==> src/rtl/bgf_pkg.sv <==
package bgf_pkg;
    localparam int NUM_LAYERS = 3;

    typedef enum logic [3:0] {
        S_IDLE,
        S_L1_MAP, S_L1_P0, S_L1_P1,
        S_L2_MAP, S_L2_P0, S_L2_P1,
        S_L3_MAP, S_L3_PAT
    } slot_e;
endpackage

==> src/rtl/bgf_slot_fsm.sv <==
module bgf_slot_fsm
    import bgf_pkg::*;
(
    input  logic       clk,
    input  logic       rst_n,
    input  logic       active,
    input  logic [2:0] phase,
    output slot_e      state_q
);
    slot_e state_d;

    always_ff @(posedge clk) begin
        if (!rst_n) state_q <= S_IDLE;
        else        state_q <= state_d;
    end

    always_comb begin
        state_d = S_IDLE;
        if (active) begin
            unique case (state_q)
                S_IDLE:   state_d = (phase == 3'd7) ? S_L1_MAP : S_IDLE;
                S_L1_MAP: state_d = S_L1_P0;
                S_L1_P0:  state_d = S_L1_P1;
                S_L1_P1:  state_d = S_L2_MAP;
                S_L2_MAP: state_d = S_L2_P0;
                S_L2_P0:  state_d = S_L2_P1;
                S_L2_P1:  state_d = S_L3_MAP;
                S_L3_MAP: state_d = S_L3_PAT;
                S_L3_PAT: state_d = S_L1_MAP;
                default:  state_d = S_IDLE;
            endcase
        end
    end
endmodule

==> src/rtl/bgf_addr_gen.sv <==
module bgf_addr_gen
    import bgf_pkg::*;
#(
    parameter int XW   = 9,
    parameter int YW   = 9,
    parameter int AW   = 16,
    parameter int DW   = 16,
    parameter int MAPW = 5,
    parameter int NUMW = 10
) (
    input  slot_e                         state,
    input  logic [XW-1:0]                 pix_x,
    input  logic [YW-1:0]                 pix_y,
    input  logic [NUM_LAYERS-1:0][XW-1:0] scroll_x,
    input  logic [NUM_LAYERS-1:0][YW-1:0] scroll_y,
    input  logic [NUM_LAYERS-1:0][AW-1:0] map_base,
    input  logic [NUM_LAYERS-1:0][AW-1:0] tile_base,
    input  logic [DW-1:0]                 map_entry,
    output logic [AW-1:0]                 mem_addr,
    output logic                          mem_rd
);
    localparam int ROWS     = 8;
    localparam int SH_WIDE  = $clog2(ROWS * 2);
    localparam int SH_NARROW = $clog2(ROWS);

    logic [1:0]      li;
    logic [1:0]      kind;   // 0 map, 1 word0, 2 word1, 3 narrow word
    logic [MAPW-1:0] tcol, trow;
    logic [YW-1:0]   vpos;
    logic [2:0]      fine;
    logic [NUMW-1:0] num;

    always_comb begin
        li   = 2'd0;
        kind = 2'd0;
        unique case (state)
            S_L1_MAP: begin li = 2'd0; kind = 2'd0; end
            S_L1_P0:  begin li = 2'd0; kind = 2'd1; end
            S_L1_P1:  begin li = 2'd0; kind = 2'd2; end
            S_L2_MAP: begin li = 2'd1; kind = 2'd0; end
            S_L2_P0:  begin li = 2'd1; kind = 2'd1; end
            S_L2_P1:  begin li = 2'd1; kind = 2'd2; end
            S_L3_MAP: begin li = 2'd2; kind = 2'd0; end
            S_L3_PAT: begin li = 2'd2; kind = 2'd3; end
            default:  begin li = 2'd0; kind = 2'd0; end
        endcase
    end

    always_comb begin
        tcol = MAPW'(pix_x >> 3) + MAPW'(1) + MAPW'(scroll_x[li] >> 3);
        vpos = pix_y + scroll_y[li];
        trow = MAPW'(vpos >> 3);
        fine = vpos[2:0];
        num  = map_entry[NUMW-1:0];
        mem_rd = (state != S_IDLE);
        unique case (kind)
            2'd0: mem_addr = map_base[li] + AW'({trow, tcol});
            2'd1: mem_addr = tile_base[li] + (AW'(num) << SH_WIDE) + (AW'(fine) << 1);
            2'd2: mem_addr = tile_base[li] + (AW'(num) << SH_WIDE) + (AW'(fine) << 1) + AW'(1);
            default: mem_addr = tile_base[li] + (AW'(num) << SH_NARROW) + AW'(fine);
        endcase
    end
endmodule

==> src/rtl/bgf_pattern_buf.sv <==
module bgf_pattern_buf
    import bgf_pkg::*;
#(
    parameter int DW = 16
) (
    input  logic          clk,
    input  logic          rst_n,
    input  slot_e         state,
    input  logic [DW-1:0] rd_data,
    output logic [DW-1:0] map_entry,
    output logic [2*DW-1:0] pat_l1,
    output logic [2*DW-1:0] pat_l2,
    output logic [DW-1:0] pat_l3,
    output logic          shift_load
);
    logic [DW-1:0] w1_0, w1_1, w2_0, w2_1;

    always_ff @(posedge clk) begin
        if (!rst_n) begin
            map_entry  <= '0;
            w1_0 <= '0; w1_1 <= '0; w2_0 <= '0; w2_1 <= '0;
            pat_l1 <= '0; pat_l2 <= '0; pat_l3 <= '0;
            shift_load <= 1'b0;
        end else begin
            shift_load <= 1'b0;
            unique case (state)
                S_L1_MAP, S_L2_MAP, S_L3_MAP: map_entry <= rd_data;
                S_L1_P0: w1_0 <= rd_data;
                S_L1_P1: w1_1 <= rd_data;
                S_L2_P0: w2_0 <= rd_data;
                S_L2_P1: w2_1 <= rd_data;
                S_L3_PAT: begin
                    pat_l1     <= {w1_1, w1_0};
                    pat_l2     <= {w2_1, w2_0};
                    pat_l3     <= rd_data;
                    shift_load <= 1'b1;
                end
                default: ;
            endcase
        end
    end
endmodule

==> src/rtl/bgf_fetch_seq.sv <==
module bgf_fetch_seq
    import bgf_pkg::*;
#(
    parameter int XW = 9,
    parameter int YW = 9,
    parameter int AW = 16,
    parameter int DW = 16
) (
    input  logic                          clk,
    input  logic                          rst_n,
    input  logic                          active,
    input  logic [XW-1:0]                 pix_x,
    input  logic [YW-1:0]                 pix_y,
    input  logic [NUM_LAYERS-1:0][XW-1:0] scroll_x,
    input  logic [NUM_LAYERS-1:0][YW-1:0] scroll_y,
    input  logic [NUM_LAYERS-1:0][AW-1:0] map_base,
    input  logic [NUM_LAYERS-1:0][AW-1:0] tile_base,
    input  logic [DW-1:0]                 rd_data,
    output logic [AW-1:0]                 mem_addr,
    output logic                          mem_rd,
    output logic [2*DW-1:0]               pat_l1,
    output logic [2*DW-1:0]               pat_l2,
    output logic [DW-1:0]                 pat_l3,
    output logic                          shift_load
);
    slot_e         state_q;
    logic [DW-1:0] map_entry;

    bgf_slot_fsm u_fsm (
        .clk(clk), .rst_n(rst_n), .active(active),
        .phase(pix_x[2:0]), .state_q(state_q)
    );

    bgf_addr_gen #(.XW(XW), .YW(YW), .AW(AW), .DW(DW)) u_addr (
        .state(state_q), .pix_x(pix_x), .pix_y(pix_y),
        .scroll_x(scroll_x), .scroll_y(scroll_y),
        .map_base(map_base), .tile_base(tile_base),
        .map_entry(map_entry), .mem_addr(mem_addr), .mem_rd(mem_rd)
    );

    bgf_pattern_buf #(.DW(DW)) u_buf (
        .clk(clk), .rst_n(rst_n), .state(state_q), .rd_data(rd_data),
        .map_entry(map_entry), .pat_l1(pat_l1), .pat_l2(pat_l2),
        .pat_l3(pat_l3), .shift_load(shift_load)
    );
endmodule

==> config.mk <==
export PLATFORM = sky130hd
export DESIGN_NAME = bgf_fetch_seq
export DESIGN_NICKNAME = d
export VERILOG_FILES = /design/src/rtl/bgf_pkg.sv /design/src/rtl/bgf_slot_fsm.sv /design/src/rtl/bgf_addr_gen.sv /design/src/rtl/bgf_pattern_buf.sv /design/src/rtl/bgf_fetch_seq.sv
export SDC_FILE = /design/constraint.sdc
export NUM_CORES = 1
export LEC_CHECK = 0
export BUFFER_PORTS_ARGS = -buffer_cell sky130_fd_sc_hd__buf_2
export CORE_ASPECT_RATIO = 0.6
export CORE_UTILIZATION = 40
export CTS_CLUSTER_DIAMETER = 60
export CTS_CLUSTER_SIZE = 30
export DETAILED_ROUTE_END_ITERATION = 8
export PLACE_DENSITY_LB_ADDON = 0.12
export SLEW_MARGIN = 5
export SYNTH_ARGS = -nofsm -noshare
export SYNTH_HDL_FRONTEND = slang
export SYNTH_HIERARCHICAL = 1
export SYNTH_SLANG_ARGS = --single-unit
export TNS_END_PERCENT = 100
==> constraint.sdc <==
create_clock -name clk -period 7.6 [get_ports clk]
set_clock_uncertainty 0.05 [all_clocks]
set_input_delay 1.52 -clock clk [delete_from_list [all_inputs] [get_ports clk]]
set_output_delay 1.52 -clock clk [all_outputs]
set_load 0.005 [all_outputs]
==> reports/metrics.yaml, run 1 <==
run_status:
  outcome: "finished, final reports clean"
cts:
  clk_latency_ps: 420
  cts_root_buf: "clkbuf_16"
  post_cts_buffers: 0
  cts_tree: "yes"
  ctsResizeCount: 0
  path_clk_slew_ps: 60
  cts_buffers: 17
  hold_buffers: 0
  cts_buffer_depth: 2
  htree_levels: 4
  cts.sinks: 159
yosys:
  syn_area_per_cell_um2: 7.839
  synth_cells: 1244
  ys_warn_count: 6
  synth_area_um2: 9752
  syn_nets: 1484
hold_path:
  hold_depth: 2
  hp-start: "u_buf/pat_l1[20]"
  hp-class: "flop to flop"
timing:
  slew_headroom_pct: 34.99
  setup_viol: 0
  setup_ws_ps: 362.5
  rsz0062_at_grt: "false"
  hold_violations: 0
  hold_ws_ps: 396.7
  min_period_ps: 7238
  tns_ps: 0
  timing.final.crit_share_pct: 95.23
  tightest_slew_ps: 967.7
  final_max_slew_viol_count: 0
  fmax_mhz: 138.2
critical_path:
  reg2reg_from: "u_fsm/state_q[3]"
  start_kind: "input pin"
  reg2reg_depth: 5
  crit_type: "input pin to primary output"
  end_kind: "primary output"
  crit_start: "scroll_x[12]"
  cp.arrival_ps: 5670
  required_ps: 6030
  worstPathMaxFanout: 5
drt:
  wl_per_cell_um: 17.17
  route.vias.total: 9460
  ant_nets: 0
  drc: 0
  routed_wl_um: 30820
  drt_iter0_markers: 805
  viasPerCell: 5.270
  drt_first_pass_iters: 5
die:
  dieHeight_um: 122.9
  coreArea_um2: 23510
  start_util_pct: 41.48
  die-area_um2: 25030
  rows: 43
  dieWidth_um: 203.6
  ios: 285
grt:
  grt_max_degree: 90
  grt_overflow_total: 0
  grt_pass1_vias: 8415
  grt_usage_pct: 24.50
  antenna_found_initial: 0
  grt_pass1_wl_um: 47090
power_and_ir_drop:
  ir_drop_mv: 0.1571
  power.leakage_nw: 5.000
  powerDensity_nw_per_um2: 179.8
  p_total_mw: 2.134
run:
  cap_violations: 0
placed_design:
  dpl-instance-area_um2: 11260
  dpl.hpwl_um: 23060
  place_congestion: 0.8841
  port-buffer-count: 267
  pre_cts_slack_ps: 324.9
final_layout:
  area_growth_pct: 21.73
  fin_nets: 1707
  drive_above_1_share_pct: 23.53
  fin_area_um2: 11870
[metrics by stage]
stage                     utilization, %  instances
after floorplan                        -       1244
after global placement             47.90       1763
after detailed placement           47.90       1763
after CTS                          50.38       1794
after global routing               50.48       1794
final                              50.49       1795
[worst paths after layout]
kind              slack (ps)               end
setup reg to reg        5360  u_buf/pat_l2[21]
setup / recovery         360      mem_addr[14]
hold reg to reg          400  u_buf/pat_l1[20]
hold / removal           400  u_buf/pat_l1[20]
[registers in the layout, summed over array words and instances (netlist names)]
signal / flops
u_buf/pat_l1: 32
u_buf/pat_l2: 32
u_buf/pat_l3: 16
u_buf/w1_0: 16
u_buf/w1_1: 16
u_buf/w2_0: 16
u_buf/w2_1: 16
u_buf/map_entry: 10
u_fsm/state_q: 4
u_buf/shift_load: 1
[final cells by class]
| class | count | area [um^2] |
|---|---|---|
| Fill cell | 2343 | 11640 |
| Multi-Input combinational cell | 978 | 6133 |
| Antenna cell | 1 | 2.502 |
| Tap cell | 315 | 394.1 |
| Timing Repair Buffer | 286 | 1481 |
| Inverter | 25 | 93.84 |
| Sequential cell | 159 | 3183 |
| Clock inverter | 10 | 112.6 |
| Clock buffer | 21 | 470.5 |
[worst max-delay path, cell delays in order]
cell	delay, ps
buf_2	90
nand3_1	90
nand3_1	130
o21ai_0	140
ha_1	180
inv_1	60
fa_1	410
a21o_1	180
a21oi_1	180
xor2_1	190
xnor2_1	110
ha_1	370
o21a_1	190
a21oi_1	390
a21oi_1	220
a31oi_1	390
nor2_1	110
xor2_1	160
a222oi_1	240
o21ai_0	150
buf_2	160
[layout by cell type, fill, tap and decap left out, drive strengths merged, types with 4 or more instances in the layout]
master and n:
a31oi 10, o22a 4, fa 5, a21o 10, clkinvlp 5, a211oi 8
a222oi 6, o22ai 31, nor2b 7, xnor2 38, nand2b 5, and2 4
nand3b 6, nand3 21, o21a 5, mux2i 20, a22oi 6, o211ai 7
inv 25, or4b 4, a21oi 77, nor4b 4, ha 48, a21boi 145
clkbuf 21, o21ai 26, xor2 29, dfxtp 159, nor3 5, o21bai 5
nor2 72, or3 4, nand2 331, buf 286
[report_power, final]
group	leakage (nW)	internal, mW	switching [mW]
Clock	0.273	0.506	0.342
Combinational	3.45	0.203	0.247
Sequential	1.28	0.835	0.00153
Total	5.00	1.54	0.590
[routing by layer]
layer  wire (um)  global-route usage [%]  vias to the layer above
met4         189                   5.310                        0
met1       16730                   38.59                     4451
met2       11820                   32.23                      254
met5           0                       0                        -
met3        2082                   6.194                       12
li1            -                       -                     4743
(Power assumes the default switching activity.)
==> run 2, diff against run 1 <==
--- a/config.mk
+++ b/config.mk
@@ -12,6 +12,7 @@
 export CTS_CLUSTER_SIZE = 30
 export DETAILED_ROUTE_END_ITERATION = 8
 export PLACE_DENSITY_LB_ADDON = 0.12
+export RECOVER_POWER = 100
 export SLEW_MARGIN = 5
 export SYNTH_ARGS = -nofsm -noshare
 export SYNTH_HDL_FRONTEND = slang
==> constraint.sdc (replaced) <==
create_clock -name clk -period 7.6 [get_ports clk]
set_clock_uncertainty 0.05 [all_clocks]
set_input_delay 1.52 -clock clk [delete_from_list [all_inputs] [get_ports clk]]
set_output_delay 1.52 -clock clk [all_outputs]
set_load 0.01 [all_outputs]
==> reports/metrics.yaml, run 2 (same netlist as run 1, synthesis figures left out) <==
run_status:
  outcome: "finished with violations"
  violations: "capacitance limit, slew limit"
final_layout:
  fin_area_um2: 11730  # -1.2%
  antenna_cells: 0  # -1
  fill_cells: 2428  # +3.6%
  area_growth_pct: 20.23
  layout_commonest_cell: "nand2_1"
  top_regs: "u_buf/pat_l1 (32), u_buf/pat_l2 (32)"
  utilization_pct: 49.87  # -0.62 points
  mostFrequentLayoutCells: "330 x nand2_1, 177 x buf_2, 159 x dfxtp_1"
  fin_nets: 1707  # unchanged
  drive_above_1_share_pct: 17.23  # -6.3 points
power_and_ir_drop:
  power_frac_comb_pct: 21.5  # +0.4 points
  p_sw_uw: 640.3  # +8.5%
  p_total_mw: 2.138  # +0.18%
  ir_drop_mv: 0.1535  # -2.3%
  swShare_pct: 29.95  # +2.3 points
  clockPowerShare_pct: 39.5  # -0.2 points
  seqPwrFrac_pct: 39.1  # about the same
  power.leakage_nw: 4.546  # -9.1%
  internal_power_mw: 1.498  # -3.0%
  powerDensity_nw_per_um2: 182.3  # +1.4%
cts:
  clk_latency_ps: 420  # about the same
  cts_root_buf: "clkbuf_16"
  cts_buffer_depth: 2  # unchanged
  cts.sinks: 159  # unchanged
  post_cts_buffers: 0  # unchanged
  htree_levels: 4  # unchanged
  hold_buffers: 0  # unchanged
  cts_tree: "yes"
  path_clk_slew_ps: 70  # about the same
  ctsResizeCount: 0  # unchanged
  cts_buffers: 17  # unchanged
hold_path:
  hold_depth: 2  # unchanged
  hp-class: "flop to flop"
  hp-start: "u_buf/pat_l3[8]"
  worst_hold_path.endpoint: "u_buf/pat_l3[8]"
die:
  dieHeight_um: 122.9  # unchanged
  dieWidth_um: 203.6  # unchanged
  die-area_um2: 25030  # unchanged
  ios: 285  # unchanged
  rows: 43  # unchanged
  start_util_pct: 41.48  # unchanged
  coreArea_um2: 23510  # unchanged
critical_path:
  crit_type: "input pin to primary output"
  timing.rr.end: "u_buf/pat_l2[23]"
  start_kind: "input pin"
  reg2reg_from: "u_fsm/state_q[0]"
  cp.arrival_ps: 5710  # +40 ps
  r2r_setup_slack_ps: 2920  # -2440 ps
  worstPathMaxFanout: 5  # unchanged
  reg2reg_depth: 5  # unchanged
  required_ps: 6030  # about the same
  end_kind: "primary output"
grt:
  top_usage_layer: "met1"
  antenna_found_initial: 0  # unchanged
  grt_pass1_vias: 8341  # -0.88%
  grt_overflow_total: 0  # unchanged
  globalRouteMet3Util_pct: 6.168  # -0.026 points
  globalRouteMet2Util_pct: 31.63  # -0.60 points
  grt_max_degree: 90  # unchanged
  grt_pass1_wl_um: 47120  # about the same
  use_met1_pct: 39.13  # +0.54 points
  grt_usage_pct: 24.40  # -0.092 points
timing:
  timing.final.crit_share_pct: 95.76  # +0.53 points
  rsz0062_at_grt: "false"
  setup_viol: 0  # unchanged
  tightest_slew_ps: 3693  # +2725 ps
  final_max_slew_viol_count: 251  # +251
  fmax_mhz: 137.4  # -0.56%
  min_period_ps: 7278  # +40.48 ps
  hold_violations: 0  # unchanged
  slew_headroom_pct: -146.2  # -180 points
  tns_ps: 0  # unchanged
  hold_ws_ps: 414.5  # +17.75 ps
run:
  cap_violations: 3  # +3
drt:
  routed_wl_um: 30810  # about the same
  wl_per_cell_um: 17.16  # about the same
  viasPerCell: 5.294  # +0.45%
  ant_nets: 0  # unchanged
  drt_first_pass_iters: 5  # unchanged
  drc: 0  # unchanged
  drt_iter0_markers: 836  # +3.9%
  route.vias.total: 9503  # +0.45%
placed_design:
  dpl-instance-area_um2: 11260  # unchanged
  port-buffer-count: 267  # unchanged
  place_congestion: 0.8823  # -0.20%
  dpl.hpwl_um: 23010  # -0.23%
==> run 2: cell count changes in the layout (fill, tap and decap cells not counted), moves of 3 or more <==
| cell | change |
|---|---|
| a21boi_0 | +99 |
| a21boi_1 | -99 |
| buf_2 | -89 |
| buf_4 | -5 |
| clkbuf_1 | +92 |
| clkbuf_8 | -3 |
| clkinv_4 | +3 |
| inv_6 | +5 |
==> run 2: critical path, cell delays in order <==
cell and delay (ps):
buf_2 100, nand3_1 100, nand3_1 140, o21ai_0 140, ha_1 170, inv_1 60
fa_1 410, a21o_1 170, a21oi_1 170, xor2_1 190, xnor2_1 110, ha_1 380
o21a_1 190, a21oi_1 440, a21oi_1 210, a31oi_1 400, nor2_1 110, xor2_1 160
a222oi_1 240, o21ai_0 140, clkbuf_2 160
==> run 2: stage by stage <==
step / std cells / setup slack (ps)
after floorplan: 1244 / 946.0
after global placement: 1763 / 368.1
after detailed placement: 1763 / 358.3
after CTS: 1795 / 259.1
after global routing: 1795 / 53.21
final: 1795 / 322.0
==> run 2: how the worst max path moves through the flow <==
stage,slack (ps),from,cells past startpoint,endpoint
6_report,320,scroll_x[12],21,mem_addr[14]
5_1_grt,50,scroll_x[12],21,mem_addr[14]
4_1_cts,260,u_fsm/state_q[1],20,mem_addr[14]
3_5_place_dp,360,scroll_x[12],22,mem_addr[13]
3_3_place_gp,370,scroll_x[12],22,mem_addr[13]
2_1_floorplan,950,u_fsm/state_q[2],27,mem_addr[13]
==> run 2: power by group through the flow <==
stage	logic, mW	registers (mW)	clock network (mW)
after global routing	0.503	0.835	0.897
after floorplan	0.289	0.854	0
final	0.459	0.836	0.844
after CTS	0.454	0.836	0.860
after detailed placement	0.450	0.855	0
after global placement	0.447	0.855	0
==> run 2: metal layers <==
layer	share of wire, %	vias up
met3	7.6	17
met2	38	281
met1	54	4467
met5	0	-
met4	0.63	0
li1	-	4738
==> run 2: cell type report <==
class	instances	area [um^2]	share of cell area [%]
tap	315	394.1	3.361
sequential	159	3183	27.15
multi-input combinational	978	6121	52.20
inverter	25	93.84	0.8003
timing repair buffer	286	1353	11.54
clock buffer	17	425.4	3.628
clock inverter	15	155.1	1.323
